File: src/rtl/vfd_pkg.sv
package vfd_pkg;

  localparam int NUM_FMT = 5;
  localparam logic [9:0] PRE_ONES = 10'h3FF;
  localparam logic [9:0] PRE_ZERO = 10'h000;
  localparam logic REG_CTRL = 1'b0;

  // packed so that bits [2:0] line up with XYZ bits [8:6]
  typedef struct packed {
    logic f;
    logic v;
    logic h;
  } trs_flags_t;

  typedef enum logic [1:0] {
    ACQ_WAIT,   // no frame start seen since restart
    ACQ_ARMED,  // first (partial) frame started, nothing measured yet
    ACQ_TRACK   // a previous full-frame measurement is held
  } acq_t;

  function automatic int ref_lines(int idx);
    case (idx)
      0: return 525;
      1: return 625;
      2: return 1125;
      3: return 1125;
      default: return 750;
    endcase
  endfunction

  function automatic int ref_words(int idx);
    case (idx)
      0: return 1716;
      1: return 1728;
      2: return 2200;
      3: return 2640;
      default: return 1650;
    endcase
  endfunction

  function automatic logic [4:0] ref_code(int idx);
    case (idx)
      0: return 5'b00011;
      1: return 5'b01011;
      2: return 5'b10010;
      3: return 5'b11010;
      default: return 5'b10100;
    endcase
  endfunction

  function automatic int max_words();
    int m = 0;
    for (int i = 0; i < NUM_FMT; i++) if (ref_words(i) > m) m = ref_words(i);
    return m;
  endfunction

  function automatic int max_lines();
    int m = 0;
    for (int i = 0; i < NUM_FMT; i++) if (ref_lines(i) > m) m = ref_lines(i);
    return m;
  endfunction

endpackage

File: src/rtl/vfd_trs_detect.sv
module vfd_trs_detect
  import vfd_pkg::*;
(
  input  logic       clk,
  input  logic       rst_n,
  input  logic       vld,
  input  logic [9:0] word,
  output logic       trs_hit,
  output trs_flags_t flags
);

  localparam int HIST = 3;

  logic [9:0] hist [HIST];

  // history of accepted words, hist[0] newest
  generate
    for (genvar g = 0; g < HIST; g++) begin : g_hist
      always_ff @(posedge clk) begin
        if (!rst_n) hist[g] <= '0;
        else if (vld) begin
          if (g == 0) hist[g] <= word;
          else        hist[g] <= hist[g-1];
        end
      end
    end
  endgenerate

  assign trs_hit = vld && (hist[2] == PRE_ONES) && (hist[1] == PRE_ZERO) && (hist[0] == PRE_ZERO);
  assign flags   = trs_flags_t'(word[8:6]);

endmodule

File: src/rtl/vfd_geom.sv
module vfd_geom
  import vfd_pkg::*;
#(
  parameter int WCNT_W = 12,
  parameter int LCNT_W = 11
) (
  input  logic              clk,
  input  logic              rst_n,
  input  logic              vld,
  input  logic              trs_hit,
  input  trs_flags_t        flags,
  output logic              frm_stb,
  output logic [LCNT_W-1:0] frm_lines,
  output logic [WCNT_W-1:0] frm_words
);

  logic [WCNT_W-1:0] wcnt, wcnt_inc, llen;
  logic [LCNT_W-1:0] lcnt;
  logic              last_v;
  logic              eav;

  assign eav      = trs_hit && flags.h;
  assign wcnt_inc = (&wcnt) ? wcnt : wcnt + 1'b1;
  assign frm_stb  = trs_hit && last_v && !flags.v && !flags.f;

  // values as they stand including the current word
  assign frm_words = eav ? wcnt_inc : llen;
  assign frm_lines = (eav && !(&lcnt)) ? lcnt + 1'b1 : lcnt;

  always_ff @(posedge clk) begin
    if (!rst_n) begin
      wcnt   <= '0;
      llen   <= '0;
      lcnt   <= '0;
      last_v <= 1'b0;
    end else begin
      if (vld) wcnt <= eav ? '0 : wcnt_inc;
      if (eav) llen <= wcnt_inc;
      if (frm_stb)      lcnt <= '0;
      else if (trs_hit) lcnt <= frm_lines;
      if (trs_hit) last_v <= flags.v;
    end
  end

endmodule

File: src/rtl/vfd_match.sv
module vfd_match
  import vfd_pkg::*;
#(
  parameter int WORD_DIV = 1,
  parameter int LINE_DIV = 1,
  parameter int WCNT_W   = 12,
  parameter int LCNT_W   = 11
) (
  input  logic [LCNT_W-1:0] lines,
  input  logic [WCNT_W-1:0] words,
  input  logic [4:0]        fmt_sel,
  input  logic              hd_only,
  input  logic              sd_only,
  output logic              hit,
  output logic [4:0]        code
);

  logic [NUM_FMT-1:0] hit_vec;
  logic [4:0]         code_vec [NUM_FMT];

  generate
    for (genvar g = 0; g < NUM_FMT; g++) begin : g_ent
      localparam int         LN = ref_lines(g) / LINE_DIV;
      localparam int         WD = ref_words(g) / WORD_DIV;
      localparam logic [4:0] CD = ref_code(g);
      logic allowed;
      assign allowed    = ((fmt_sel == 5'd0) || (fmt_sel == CD)) &&
                          !(hd_only && !CD[4]) && !(sd_only && CD[4]);
      assign hit_vec[g]  = allowed && (lines == LCNT_W'(LN)) && (words == WCNT_W'(WD));
      assign code_vec[g] = hit_vec[g] ? CD : 5'd0;
    end
  endgenerate

  always_comb begin
    hit  = |hit_vec;
    code = 5'd0;
    for (int i = 0; i < NUM_FMT; i++) code = code | code_vec[i];
  end

endmodule

File: src/rtl/vfd_raster_detect.sv
module vfd_raster_detect
  import vfd_pkg::*;
#(
  parameter int WORD_DIV = 1,
  parameter int LINE_DIV = 1
) (
  input  logic       clk,
  input  logic       rst_n,
  input  logic       vid_valid,
  input  logic [9:0] vid_data,
  input  logic       reg_wr,
  input  logic       reg_addr,
  input  logic [6:0] reg_wdata,
  output logic [7:0] reg_rdata,
  output logic [4:0] fmt_code,
  output logic       locked,
  output logic       flag_h,
  output logic       flag_v,
  output logic       flag_f
);

  localparam int WCNT_W = $clog2(max_words() / WORD_DIV + 2);
  localparam int LCNT_W = $clog2(max_lines() / LINE_DIV + 2);

  logic              trs_hit;
  trs_flags_t        trs_flags;
  logic              frm_stb;
  logic [LCNT_W-1:0] frm_lines, prev_lines;
  logic [WCNT_W-1:0] frm_words, prev_words;
  logic              m_hit;
  logic [4:0]        m_code;
  logic [4:0]        fmt_sel;
  logic              hd_only, sd_only;
  logic              cfg_wr;
  logic              same;
  acq_t              acq;

  vfd_trs_detect u_trs (
    .clk     (clk),
    .rst_n   (rst_n),
    .vld     (vid_valid),
    .word    (vid_data),
    .trs_hit (trs_hit),
    .flags   (trs_flags)
  );

  vfd_geom #(.WCNT_W(WCNT_W), .LCNT_W(LCNT_W)) u_geom (
    .clk       (clk),
    .rst_n     (rst_n),
    .vld       (vid_valid),
    .trs_hit   (trs_hit),
    .flags     (trs_flags),
    .frm_stb   (frm_stb),
    .frm_lines (frm_lines),
    .frm_words (frm_words)
  );

  vfd_match #(.WORD_DIV(WORD_DIV), .LINE_DIV(LINE_DIV), .WCNT_W(WCNT_W), .LCNT_W(LCNT_W)) u_match (
    .lines   (frm_lines),
    .words   (frm_words),
    .fmt_sel (fmt_sel),
    .hd_only (hd_only),
    .sd_only (sd_only),
    .hit     (m_hit),
    .code    (m_code)
  );

  assign cfg_wr = reg_wr && (reg_addr == REG_CTRL);
  assign same   = (acq == ACQ_TRACK) && (frm_lines == prev_lines) && (frm_words == prev_words);

  always_ff @(posedge clk) begin
    if (!rst_n) begin
      fmt_sel <= '0;
      hd_only <= 1'b0;
      sd_only <= 1'b0;
    end else if (cfg_wr) begin
      {sd_only, hd_only, fmt_sel} <= reg_wdata;
    end
  end

  always_ff @(posedge clk) begin
    if (!rst_n) begin
      acq        <= ACQ_WAIT;
      prev_lines <= '0;
      prev_words <= '0;
      locked     <= 1'b0;
      fmt_code   <= '0;
    end else if (cfg_wr) begin
      acq      <= ACQ_WAIT;
      locked   <= 1'b0;
      fmt_code <= '0;
    end else if (frm_stb) begin
      if (acq == ACQ_WAIT) begin
        acq <= ACQ_ARMED;
      end else begin
        acq        <= ACQ_TRACK;
        prev_lines <= frm_lines;
        prev_words <= frm_words;
        locked     <= same && m_hit;
        fmt_code   <= (same && m_hit) ? m_code : 5'd0;
      end
    end
  end

  always_ff @(posedge clk) begin
    if (!rst_n)       {flag_f, flag_v, flag_h} <= 3'b000;
    else if (trs_hit) {flag_f, flag_v, flag_h} <= trs_flags;
  end

  assign reg_rdata = (reg_addr == REG_CTRL) ? {1'b0, sd_only, hd_only, fmt_sel}
                                            : {flag_f, flag_v, flag_h, fmt_code};

endmodule

File: config.mk
export PLATFORM = sky130hd
export DESIGN_NAME = vfd_raster_detect
export DESIGN_NICKNAME = d
export VERILOG_FILES = /design/src/rtl/vfd_pkg.sv /design/src/rtl/vfd_trs_detect.sv /design/src/rtl/vfd_geom.sv /design/src/rtl/vfd_match.sv /design/src/rtl/vfd_raster_detect.sv
export SDC_FILE = /design/constraint.sdc
export NUM_CORES = 1
export LEC_CHECK = 0
export CAP_MARGIN = 20
export CORE_MARGIN = 2
export CORE_UTILIZATION = 45
export CTS_BUF_LIST = sky130_fd_sc_hd__clkbuf_8 sky130_fd_sc_hd__clkbuf_16
export CTS_CLUSTER_DIAMETER = 50
export DETAILED_ROUTE_END_ITERATION = 6
export GPL_TIMING_DRIVEN = 0
export PLACE_DENSITY_LB_ADDON = 0.12
export RECOVER_POWER = 50
export SLEW_MARGIN = 20
export SYNTH_ARGS = -nofsm -noshare
export SYNTH_HDL_FRONTEND = slang
export SYNTH_SLANG_ARGS = --single-unit
File: constraint.sdc
create_clock -name clk -period 7.8 [get_ports clk]
set_input_delay 1.95 -clock clk [delete_from_list [all_inputs] [get_ports clk]]
set_output_delay 1.95 -clock clk [all_outputs]
set_load 0.02 [all_outputs]
# After elaboration in Yosys (flattened, before gate mapping)
# Memory sizes are Yosys's and may differ from the RTL's.
# Index checks and enable logic that the tools add are counted.
# W data, S select, Z words.
# op_classes
eq_ne	18
reduce_logical	48
magnitude_cmp	0
multipliers	0
bitwise_logic	11
n_mux	19
n_addsub	2
n_shift	0
div	0
# ops
cell	count
$eq A12 B11 Y1 const B	3
$mux W12	3
$eq A11 B10 Y1 const B	3
$mux W10	3
$logic_and A1 B1 Y1	27
$eq A12 B12 Y1 const B	2
$logic_not A10 Y1	2
$mux W5	4
$eq A5 B5 Y1 const B	3
$or A5 B5 Y5	3
$add A12 B1 Y12 const B	1
$eq A12 B12 Y1	1
$reduce_and A12 Y1	1
$add A11 B1 Y11 const B	1
$eq A11 B11 Y1	1
$eq A11 B11 Y1 const B	1
$mux W11	1
$reduce_and A11 Y1	1
$eq A10 B10 Y1 const B	1
$mux W8	1
$eq A5 B2 Y1 const B	1
$eq A5 B4 Y1 const B	1
$logic_not A1 Y1	5
$logic_not A5 Y1	1
other kinds (13)	27
# totals
ram_bits	30
regBits	76
rom_bits	0
elab_cells	113
out_inout_bits	17
memories	1
latchBits	0
# mem_list
name	depth	word_bits	rd	rd_clocked_by_memory_dff	write_ports	line	text
u_trs.hist	3	10	3	0	3	vfd_trs_detect.sv:14	logic [9:0] hist [HIST];

# Depth between registers and ports, before layout
# Gate-level depths: netlist of the first run.
# An unclocked memory read counts as a cell.
# depth
depth_word	17
mapped_depth	12
ltp_nobuf	10

# Cells and area by module
# From an unflattened synthesis of the first run, not the netlist that was laid out.
# unflattened
hier_cells	615
hier_area_um2	5530.3
# modules_own_cells
mod	cells_each	area_each_um2	seq_area_each_um2	n_inst
vfd_geom	265	2049.5	720.7	1
vfd_raster_detect	217	1880.6	820.8	1
vfd_trs_detect	81	1234.9	900.9	1
vfd_match	52	365.4	0.0	1

# Least setup slack after synthesis of the first run
# No wires, ideal clock.
# synth_timing
path_kind	in2reg
start	input port vid_valid
end	register fmt_code[0]
required_ns	7.725
arrival_time_ns	4.560
setup_slack_ns	3.165
cell_stages	10
cell_sequence	nand4b_1 or3_1 buf_2 nor3_2 and3_1 xnor2_1 xor2_1 nand4_1 or4_1 o21ai_0
# synth_between
elab_chain_len	15
word_cells_on_any_way	43
cone_classes	eq/ne (11); mux (5); bitwise (4); reduce/logical (23)
# synth_lines
element	line	text
from (decl)	vfd_raster_detect.sv:9	input logic vid_valid,
$logic_and A1 B1 Y1 * (3 in series)	vfd_trs_detect.sv:29	assign trs_hit = vld && (hist[2] == PRE_ONES) && (hist[1] == PRE_ZERO) && (hist[0] == PRE_ZERO);
$logic_and A1 B1 Y1	vfd_geom.sv:22	assign eav = trs_hit && flags.h;
$logic_and A1 B1 Y1	vfd_geom.sv:28	assign frm_lines = (eav && !(&lcnt)) ? lcnt + 1'b1 : lcnt;
$mux W11	vfd_geom.sv:28	
$eq A11 B10 Y1	vfd_match.sv:29	assign hit_vec[g] = allowed && (lines == LCNT_W'(LN)) && (words == WCNT_W'(WD));
$logic_and A1 B1 Y1 (2 in series)	vfd_match.sv:29	
$mux W2 / $mux W4 (equally long branches)	vfd_match.sv:30	assign code_vec[g] = hit_vec[g] ? CD : 5'd0;
$or A5 B4 Y5	vfd_match.sv:37	for (int i = 0; i < NUM_FMT; i++) code = code | code_vec[i];
$or A5 B5 Y5 (3 in series)	vfd_match.sv:37	
$mux W5	vfd_raster_detect.sv:100	fmt_code <= (same && m_hit) ? m_code : 5'd0;
to (signal assigned)	vfd_raster_detect.sv:100	
to (decl)	vfd_raster_detect.sv:15	output logic [4:0] fmt_code,
# Mark *: on every way between the ends. The rest lies on a longest branch, timed or not.
# A chain may end at the register's enable or synchronous reset.

# Worst setup path in the final report of the first run
# layout_timing
start	input port vid_data[6]
end	register locked
# layout_between
elab_chain_len	8
word_cells_on_any_way	29
cone_classes	eq/ne (11); mux (2); reduce/logical (16)
# layout_lines
element	line	text
from (decl)	vfd_raster_detect.sv:10	input logic [9:0] vid_data,
$logic_and A1 B1 Y1 *	vfd_geom.sv:22	
$logic_and A1 B1 Y1	vfd_geom.sv:28	
$mux W11	vfd_geom.sv:28	
$eq A11 B10 Y1 / $eq A11 B11 Y1 (equally long branches)	vfd_match.sv:29	
$logic_and A1 B1 Y1 (2 in series)	vfd_match.sv:29	
$reduce_or A5 Y1	vfd_match.sv:35	hit = |hit_vec;
$logic_and A1 B1 Y1 *	vfd_raster_detect.sv:99	locked <= same && m_hit;
to (signal assigned)	vfd_raster_detect.sv:99	
to (decl)	vfd_raster_detect.sv:16	output logic locked,
# Marked as above.

==> reports/metrics.yaml, run 1 <==
run_status:
  status: "completed"
finish:
  fin_util_pct: 52.8
  nNetsFinal: 708
  stdcell_area_um2: 6620
  num-fill-cells: 1223
  num_antenna_cells: 0
  fin_cells: 861
  area_growth_pct: 15.5
  drive_above_1_share_pct: 5.52
power:
  internal-power_w: 0.000833
  seq_power_share_pct: 53.1
  pwr-share-comb_pct: 5.9
  max-vdd-ir-drop_mv: 0.133
  clkPwrFrac_pct: 41.1
  p_leak_nw: 2.53
  power.density_nw_per_um2: 167
  netSwitchingFraction_pct: 24.8
  p_switching_w: 0.000275
yosys:
  synth_top_family_by_area: "simple AND/OR/NAND/NOR gates"
  synth_edf_count: 30
  ys_warn_count: 0
  post_synth.cell_area_avg_um2: 9.02
  synth_cells: 635
  synthMuxAreaShare_pct: 3.72
  synthDistinctLibCells: 65
  syn_area_um2: 5730
  synth_nets: 659
  synth-seq-area-share_pct: 42.3
  synth_fa_ha_area_share_pct: 0.437
  ys_async_sr_fraction_pct: 0
  synth_ff_type: "dfxtp_1"
  synth-compound-area-share_pct: 16.3
  ys_ff_latch: 106
  synthSimpleGateAreaFrac_pct: 28.4
  synth-xor-area-share_pct: 5.66
sta:
  post-route-min-period_ns: 6.23
  rsz0062_at_grt: "no"
  fin_tns_setup_ns: 0
  fmax_ghz: 0.161
  fin_crit_sh_pct: 79.8
  holdWs_ns: 0.456
  final_max_slew_viol_count: 0
  fin_skew_ns: 0.00856
  worst_pin_slew_ns: 1.15
  finalSetupViolCount: 0
  finalHoldViolCount: 0
  max_slew_margin_pct: 23.5
critical_path:
  slowest_stage: "o31ai_1"
  r2r_setup_slack_ns: 3.38
  crit_arrival_ns: 6.52
  cp-startpoint: "vid_data[6]"
  max_stage_delay_ns: 0.90
  cp_data_required_time_ns: 8.10
  end_kind: "flop"
  cp_cell_sequence: "clkdlybuf4s50_1 -> nand4_1 -> nor4_2 -> nand2_1 -> o31ai_1 -> o2111ai_1 -> or4_1 -> a21o_1 -> and3_1 -> o21ai_2"
  cp-start-kind: "input pin"
  cp_max_fo: 9
  timing.rr.start: "u_trs.hist[0][1]"
  r2r_cells: 9
  worst_r2r_endpoint: "locked"
  worstSetupEndpoint: "locked"
  critPathKind: "in2reg"
drt:
  vias: 5217
  finalWirelength_um: 17000
  wl_per_cell_um: 19.7
  remaining_drc_errors: 0
  postRouteAntennaNets: 0
  drt_first_iter_violations: 507
  first_pass_iters: 6
  via_per_inst: 6.06
die:
  die_h_um: 117
  core_area_um2: 12500
  die-area_um2: 13600
  start_util_pct: 45.7
  row_count: 41
  ios: 39
  die_w_um: 117
place:
  placed_cells: 845
  gp_congestion: 0.909
  io_buffers: 38
  dp_hpwl_um: 12500
  placed_cell_area_um2: 6320
clocking:
  clkLatencyLatePin_ns: 0.36
  clock_sinks: 106
  htreeDepth: 3
  cts_buffers: 9
  post-cts-setup-buffers: 0
  cts_tree: "yes"
  cts_root_buf: "clkbuf_16"
  cts.clk_slew.worst_paths_ns: 0.07
  ctsHoldBuffers: 0
  cts_resized: 0
  clockBufferDepth: 2
global_route:
  grtUsageTotal_pct: 25.8
  grt_max_degree: 32
  first_global_vias: 4769
  grt_pass1_wl_um: 26500
  grt.overflow.total: 0
  antenna_found_initial: 0
hold_path:
  hp-class: "reg2reg"
  hold_depth: 2
run:
  max_cap_violations: 0
[critical path: cells and delay by family]
family                 cells  cell delay [ns]
and+or+nand+nor            5             2.44
buffers and inverters      1             0.60
AOI/OAI and AO/OA          4             1.52
[registers in the layout (all words and copies together), names as in the netlist]
signal / flops
u_trs.hist: 30
prev_words: 12
u_geom.llen: 12
u_geom.wcnt: 12
prev_lines: 11
u_geom.lcnt: 11
fmt_code: 5
fmt_sel: 5
acq: 2
flag_f: 1
flag_h: 1
hd_only: 1
locked: 1
sd_only: 1
u_geom.last_v: 1
[Yosys cell counts (6+ instances only)]
| cell type | count | area, µm² |
|---|---|---|
| or3_1 | 9 | 56.3 |
| nor3_1 | 13 | 65.1 |
| o21ai_0 | 19 | 95.1 |
| a31oi_1 | 7 | 43.8 |
| nor2b_1 | 22 | 138 |
| nand2_1 | 75 | 282 |
| mux2_2 | 10 | 113 |
| nor3b_1 | 7 | 52.6 |
| clkbuf_1 | 32 | 120 |
| edfxtp_1 | 30 | 901 |
| a21boi_0 | 9 | 67.6 |
| nor2_1 | 36 | 135 |
| nor4_1 | 13 | 81.3 |
| nand2b_1 | 6 | 37.5 |
| xnor2_1 | 19 | 166 |
| a21oi_1 | 20 | 100 |
| and3_1 | 36 | 225 |
| dfxtp_1 | 76 | 1520 |
| or4_1 | 6 | 45.0 |
| xor2_1 | 18 | 158 |
| and2_1 | 12 | 75.1 |
| o31ai_1 | 11 | 82.6 |
| mux2i_1 | 10 | 100 |
| o211a_1 | 19 | 190 |
| inv_1 | 9 | 33.8 |
| nand4_1 | 18 | 113 |
| nand3_1 | 18 | 90.1 |
[cell usage in the layout (no fill, tap or decap), drive strengths merged, types with 20 or more instances in the layout]
master,n
a21oi,20
and3,36
clkbuf,41
clkdlybuf4s50,27
dfxtp,76
edfxtp,30
nand2,75
nor2,36
nor2b,22
o21ai,22
[power by group through the flow]
stage               logic [W]  clock network [W]  registers, W
detailed placement  0.0000650                  0      0.000600
CTS                 0.0000654           0.000463      0.000588
finish              0.0000649           0.000455      0.000588
global route        0.0000708           0.000483      0.000589
floorplan           0.0000365                  0      0.000597
global placement    0.0000636                  0      0.000600
[cells by family (layout without fill, tap and decap cells)]
group	after synthesis	after routing
buf+inv	48	102
compound gates	129	129
flops	106	106
fa+ha+maj	2	2
simple gates	293	293
xor+xnor	37	37
mux	20	20
[metrics by stage]
step | total power (W) | setup WS, ns
2_1_floorplan | 0.000634 | 3.17
3_3_place_gp | 0.000663 | 1.13
3_5_place_dp | 0.000665 | 1.24
4_1_cts | 0.00112 | 1.59
5_1_grt | 0.00114 | 1.28
6_report | 0.00111 | 1.57
[final cells by class]
class	count	area [µm²]	area share, %
Multi-Input combinational cell	481	3120	47.2
Sequential cell	106	2420	36.6
Timing Repair Buffer	38	380	5.75
Clock buffer	9	225	3.40
Tap cell	172	215	3.25
Buffer	39	149	2.25
Clock inverter	7	68.8	1.04
Inverter	9	33.8	0.511
[worst min-delay path by stage]
stage,start,end,slack (ns)
3_3_place_gp,locked,locked,0.45
6_report,locked,locked,0.46
4_1_cts,locked,locked,0.47
5_1_grt,fmt_code[1],fmt_code[1],0.49
3_5_place_dp,locked,locked,0.45
2_1_floorplan,acq[1],acq[1],0.45
[per-layer routing]
| layer | vias up | part of all wire, % | global-route usage [%] |
|---|---|---|---|
| met5 | - | 0 | 0 |
| met4 | 0 | 2.7 | 8.08 |
| met2 | 191 | 45 | 39.4 |
| li1 | 2449 | - | - |
| met1 | 2543 | 46 | 37.0 |
| met3 | 34 | 6.3 | 5.25 |
No activity file was read; power rests on OpenSTA's default activity.
==> inputs of run 2 (changes only) <==
==> constraint.sdc (replaced) <==
create_clock -name clk -period 5.15 [get_ports clk]
set_input_delay 1.2875 -clock clk [delete_from_list [all_inputs] [get_ports clk]]
set_output_delay 1.2875 -clock clk [all_outputs]
set_load 0.02 [all_outputs]
==> run 2 against run 1 <==
First-iteration DRC count down 17%. Register-to-register slack worse by 2.2 ns. Count of clock-buffer cells in the layout unchanged. Cell count up 0.35%. Power up 52%. Critical path depth up 2. Via count down 0.48%. Worst hold slack worse by 0.0012 ns. Critical path type unchanged. Critical endpoint unchanged.
==> reports/metrics.yaml, run 2 (same netlist as run 1, synthesis figures left out) <==
run_status:
  status: "completed"
clocking:
  cts_tree: "yes"
  clkLatencyLatePin_ns: 0.36  # about the same
  cts_buffers: 9  # unchanged
  clock_sinks: 106  # unchanged
  cts_root_buf: "clkbuf_16"
  cts.clk_slew.worst_paths_ns: 0.07  # about the same
  clockBufferDepth: 2  # unchanged
  ctsHoldBuffers: 0  # unchanged
  htreeDepth: 3  # unchanged
drt:
  wl_per_cell_um: 19.7  # about the same
  via_per_inst: 6.01  # -0.82%
  vias: 5192  # -0.48%
  postRouteAntennaNets: 0  # unchanged
  finalWirelength_um: 17100  # +0.39%
  first_pass_iters: 5  # -1
  drt_first_iter_violations: 419  # -17%
  remaining_drc_errors: 0  # unchanged
finish:
  multiInputGateArea_um2: 3140  # +0.64%
  drive_above_1_share_pct: 6.07  # +0.55 points
  largest_reg_flops: 30  # unchanged
  ff_latch_area_um2: 2420  # unchanged
  most-common-layout-cells: "76 x dfxtp_1, 75 x nand2_1, 36 x and3_1, 36 x nor2_1, 32 x clkbuf_1"
  area_growth_pct: 16.3
  layout_commonest_cell: "dfxtp_1"
  nNetsFinal: 711  # +0.42%
  num_antenna_cells: 0  # unchanged
  max_flop_register: "u_trs.hist"
  fin_cells: 864  # +0.35%
  num-fill-cells: 1221  # -0.16%
run:
  max_cap_violations: 0  # unchanged
global_route:
  grt.overflow.total: 0  # unchanged
  grtUsageTotal_pct: 25.8  # about the same
  antenna_found_initial: 0  # unchanged
  grt_max_degree: 32  # unchanged
  first_global_vias: 4773  # +0.084%
  grt_pass1_wl_um: 26500  # about the same
sta:
  max_slew_margin_pct: 24.0  # +0.53 points
  fin_crit_sh_pct: 95.4
  fin_tns_setup_ns: 0  # unchanged
  timing.final.ws_setup_ns: 0.238  # -1.34 ns
  fmax_ghz: 0.204
  final_max_slew_viol_count: 0  # unchanged
  post-route-min-period_ns: 4.91
  finalHoldViolCount: 0  # unchanged
  fin_skew_ns: 0.00938  # +0.000823 ns
  holdWs_ns: 0.455  # -0.00116 ns
  rsz0062_at_grt: "no"
  finalSetupViolCount: 0  # unchanged
  worst_pin_slew_ns: 1.14  # -0.00800 ns
die:
  row_count: 41  # unchanged
  core_area_um2: 12500  # unchanged
  die_w_um: 117  # unchanged
  die-area_um2: 13600  # unchanged
  start_util_pct: 45.7  # unchanged
  die_h_um: 117  # unchanged
  ios: 39  # unchanged
critical_path:
  r2r_setup_slack_ns: 1.14  # -2.24 ns
  r2r_cells: 11  # +2
  crit_path_frequent_cell: "buf_2"
  end_kind: "flop"
  timing.rr.start: "u_trs.hist[0][1]"
  crit_arrival_ns: 5.21  # -1.31 ns
  cp_data_required_time_ns: 5.45  # -2.65 ns
  worst-path-buf-inv: 4  # +3
  slowest_stage: "clkdlybuf4s50_1"
  cp-start-kind: "input pin"
  max_stage_delay_ns: 0.62  # -0.28 ns
  worst_r2r_endpoint: "locked"
  critPathKind: "in2reg"
  cp_top_family: "simple AND/OR/NAND/NOR gates"
  cp_max_fo: 10  # +1
  cp_cell_sequence: "clkdlybuf4s50_1 -> nand4b_1 -> or3_1 -> buf_2 -> nor3_4 -> buf_2 -> buf_1 -> o21ai_0 -> nor4bb_1 -> o21bai_1 -> and3_1 -> o21ai_2"
place:
  dp_hpwl_um: 12500  # unchanged
  place_ws_ns: -0.747  # -1.99 ns
  gp_congestion: 0.909  # unchanged
  io_buffers: 38  # unchanged
  placed_cells: 845  # unchanged
power:
  power_w: 0.00168  # +52%
  power.density_nw_per_um2: 252  # +51%
  max-vdd-ir-drop_mv: 0.202  # +51%
  p_leak_nw: 2.57  # +1.8%
hold_path:
  holdPathEnd: "locked"
  hold_depth: 2  # unchanged
  hp-class: "reg2reg"
  min_from: "locked"
-- run 2: cell count changes in the layout (fill, tap and decap cells not counted), sizes merged --
cell / delta
clkdlybuf4s50: +1
dlygate4sd3: -1
buf: +3
-- run 2: how the worst max path moves through the flow --
stage,from,end,slack [ns],cells after the start
CTS,vid_data[6],locked,0.05,10
finish,vid_valid,locked,0.24,12
detailed placement,vid_data[6],locked,-0.75,10
global route,vid_valid,locked,0.04,11
global placement,vid_data[6],locked,-0.86,10
floorplan,vid_valid,fmt_code[0],1.18,10
-- run 2: final cells by class --
cell class                      count  share of cell area, %
Clock inverter                      7                   1.03
Tap cell                          172                   3.23
Clock buffer                        9                   3.38
Inverter                            9                  0.507
Sequential cell                   106                   36.4
Timing Repair Buffer               41                   6.05
Multi-Input combinational cell    481                   47.2
Buffer                             39                   2.24
-- run 2: worst register-to-register path, cell delays in order (launching register included) --
cell and delay [ns]:
edfxtp_1 0.42, or4b_4 0.58, or3_1 0.42, buf_2 0.23, nor3_4 0.33, buf_2 0.31
buf_1 0.43, o21ai_0 0.25, nor4bb_1 0.51, o21bai_1 0.16, and3_1 0.20, o21ai_2 0.10
-- run 2: timing repair --
| item | 4_1_cts | 5_1_grt |
|---|---|---|
| setup endpoints to repair | 5 | 6 |
| pin swaps | 0 | 1 |
| buffers inserted | 0 | 3 |
| resized for setup | 2 | 1 |
-- run 2: metal layers --
| layer | global-route usage, % | part of all wire (%) |
|---|---|---|
| met5 | 0 | 0 |
| met3 | 5.25 | 6.3 |
| met4 | 8.08 | 2.4 |
| met2 | 39.5 | 45 |
| met1 | 36.8 | 46 |
-- run 2: where the power goes --
group	internal, W	total (W)	switching, W
sequential	0.000878	0.000890	0.0000123
clock	0.000342	0.000689	0.000347
combinational	0.0000413	0.0000989	0.0000576
total	0.00126	0.00168	0.000417
-- run 2: per-stage QoR --
step | utilization, % | instance area (µm²)
after floorplan | - | 5730
after global placement | 50.5 | 6320
after detailed placement | 50.5 | 6320
after CTS | 53.0 | 6630
after global routing | 53.2 | 6660
final | 53.2 | 6660
==> inputs of run 3 (changes only) <==
--- a/config.mk
+++ b/config.mk
@@ -6,7 +6,7 @@
 export NUM_CORES = 1
 export LEC_CHECK = 0
 export CAP_MARGIN = 20
-export CORE_MARGIN = 2
+export CORE_MARGIN = 1
 export CORE_UTILIZATION = 45
 export CTS_BUF_LIST = sky130_fd_sc_hd__clkbuf_8 sky130_fd_sc_hd__clkbuf_16
 export CTS_CLUSTER_DIAMETER = 50
==> run 3 against run 2 <==
Worst hold slack better by 0.0097 ns. Final area up 0.23%. Clock skew hardly changed. Critical path depth shrank 2.
==> reports/metrics.yaml, run 3 (same netlist as run 1, synthesis figures left out) <==
place:
  io_buffers: 38  # unchanged
  dp_hpwl_um: 12600  # +0.74%
  placed_cells: 842  # -0.36%
  place_ws_ns: -0.720  # +0.0267 ns
  gp_congestion: 0.934  # +2.7%
finish:
  fin_cells: 861  # -0.35%
  num_antenna_cells: 0  # unchanged
  nNetsFinal: 712  # +0.14%
  ff_latch_area_um2: 2420  # unchanged
  layout_commonest_cell: "dfxtp_1"
  max_flop_register: "u_trs.hist"
  num-fill-cells: 1193  # -2.3%
  drive_above_1_share_pct: 5.92  # -0.15 points
  largest_reg_flops: 30  # unchanged
  multiInputGateArea_um2: 3140  # unchanged
  area_growth_pct: 16.5
  most-common-layout-cells: "76 x dfxtp_1, 75 x nand2_1, 36 x and3_1, 36 x nor2_1, 33 x clkbuf_1"
power:
  netSwitchingFraction_pct: 23.5  # -1.4 points
  internal-power_w: 0.00131  # +3.6%
  power_w: 0.00171  # +1.7%
  p_switching_w: 0.000401  # -4.0%
  power.density_nw_per_um2: 256  # +1.5%
  seq_power_share_pct: 52.1  # -0.9 points
  p_leak_nw: 2.59  # +0.53%
  max-vdd-ir-drop_mv: 0.240  # +19%
  clkPwrFrac_pct: 42.1  # +1.0 points
  pwr-share-comb_pct: 5.8  # about the same
die:
  ios: 39  # unchanged
  start_util_pct: 46.9  # +1.1 points
  row_count: 40  # -2.4%
  die-area_um2: 13200  # -3.4%
  core_area_um2: 12200  # -2.4%
  die_w_um: 115  # -1.7%
  die_h_um: 115  # -1.7%
drt:
  vias: 5161  # -0.60%
  remaining_drc_errors: 0  # unchanged
  first_pass_iters: 5  # unchanged
  finalWirelength_um: 17100  # about the same
  via_per_inst: 5.99  # -0.25%
  drt_first_iter_violations: 584  # +39%
  wl_per_cell_um: 19.8  # +0.37%
  postRouteAntennaNets: 0  # unchanged
sta:
  fmax_ghz: 0.202  # -0.84%
  worst_pin_slew_ns: 0.991  # -0.148 ns
  fin_skew_ns: 0.00927  # -0.000117 ns
  rsz0062_at_grt: "no"
  timing.final.ws_setup_ns: 0.196  # -0.0415 ns
  fin_crit_sh_pct: 96.2  # +0.81 points
  post-route-min-period_ns: 4.95  # +0.0415 ns
  finalSetupViolCount: 0  # unchanged
  holdWs_ns: 0.465  # +0.00965 ns
  final_max_slew_viol_count: 0  # unchanged
  finalHoldViolCount: 0  # unchanged
  max_slew_margin_pct: 33.9  # +9.9 points
  fin_tns_setup_ns: 0  # unchanged
critical_path:
  end_kind: "flop"
  slowest_stage: "o31ai_2"
  cp_data_required_time_ns: 5.44  # about the same
  timing.rr.start: "u_trs.hist[0][3]"
  r2r_cells: 11  # unchanged
  critPathKind: "in2reg"
  r2r_setup_slack_ns: 1.09  # -0.05 ns
  cp_max_fo: 9  # -1
  cp_cell_sequence: "clkdlybuf4s50_1 -> nand4_1 -> nor4_4 -> nand2_1 -> o31ai_2 -> o2111ai_1 -> or4_1 -> a21o_1 -> and3_1 -> o21ai_2"
  max_stage_delay_ns: 0.64  # +0.02 ns
  worst_r2r_endpoint: "locked"
  cp-start-kind: "input pin"
  crit_arrival_ns: 5.24  # +0.03 ns
clocking:
  clockBufferDepth: 2  # unchanged
  clock_sinks: 106  # unchanged
  cts_root_buf: "clkbuf_16"
  clkLatencyLatePin_ns: 0.36  # about the same
  cts_buffers: 9  # unchanged
  htreeDepth: 3  # unchanged
  cts.clk_slew.worst_paths_ns: 0.07  # about the same
  cts_tree: "yes"
  ctsHoldBuffers: 0  # unchanged
hold_path:
  hold_depth: 2  # unchanged
  holdPathEnd: "locked"
  hp-class: "reg2reg"
  min_from: "locked"
global_route:
  grt_max_degree: 20  # -38%
  first_global_vias: 4881  # +2.3%
  antenna_found_initial: 0  # unchanged
  grt_pass1_wl_um: 26800  # +1.2%
  grtUsageTotal_pct: 27.1  # +1.3 points
  grt.overflow.total: 0  # unchanged
run_status:
  status: "completed"
run:
  max_cap_violations: 0  # unchanged
run 3: power groups by stage:
stage,combinational [W],clock [W],sequential [W]
after floorplan,0.0000553,0,0.000904
after global placement,0.0000966,0,0.000908
after detailed placement,0.000101,0,0.000909
after CTS,0.000102,0.000735,0.000889
after global routing,0.000108,0.000763,0.000892
final,0.0000993,0.000718,0.000890
run 3: worst max-delay path by stage:
stage | endpoint | slack (ns) | start
after floorplan | fmt_code[0] | 1.18 | vid_valid
after global placement | locked | -0.74 | vid_data[6]
after detailed placement | locked | -0.72 | vid_data[6]
after CTS | locked | 0.08 | vid_data[6]
after global routing | locked | 0.06 | vid_valid
final | locked | 0.20 | vid_data[6]
run 3: layer usage:
metal	part of all wire (%)	vias to the layer above	track usage, %	routed length (µm)
li1	-	2453	-	-
met1	45	2464	38.2	7640
met2	46	227	42.7	7840
met3	8.0	17	5.22	1360
met4	1.3	0	7.01	220
met5	0	-	0	0
run 3: area by class of cell:
cell class | instances | area share [%]
sequential | 106 | 36.3
inverter | 9 | 0.506
buffer | 39 | 2.23
clock inverter | 7 | 1.28
clock buffer | 9 | 3.38
multi-input combinational | 481 | 47.1
tap | 168 | 3.15
timing repair buffer | 42 | 6.09
run 3: stage by stage:
| step | utilization (%) | cell area (µm²) |
|---|---|---|
| 2_1_floorplan | - | 5730 |
| 3_3_place_gp | 51.7 | 6320 |
| 3_5_place_dp | 51.9 | 6340 |
| 4_1_cts | 54.6 | 6670 |
| 5_1_grt | 54.6 | 6670 |
| 6_report | 54.6 | 6670 |
run 3: critical path: cells and delay by family:
kind	cells	cell delay, ns
AOI/OAI and AO/OA	4	1.24
buffers and inverters	1	0.62
and+or+nand+nor	5	2.08
run 3: what timing repair did:
item,4_1_cts,5_1_grt
endpoints found under the setup margin,4,6
setup buffers,0,3
gates cloned,0,0
pin swaps,0,2
resized for setup,2,1
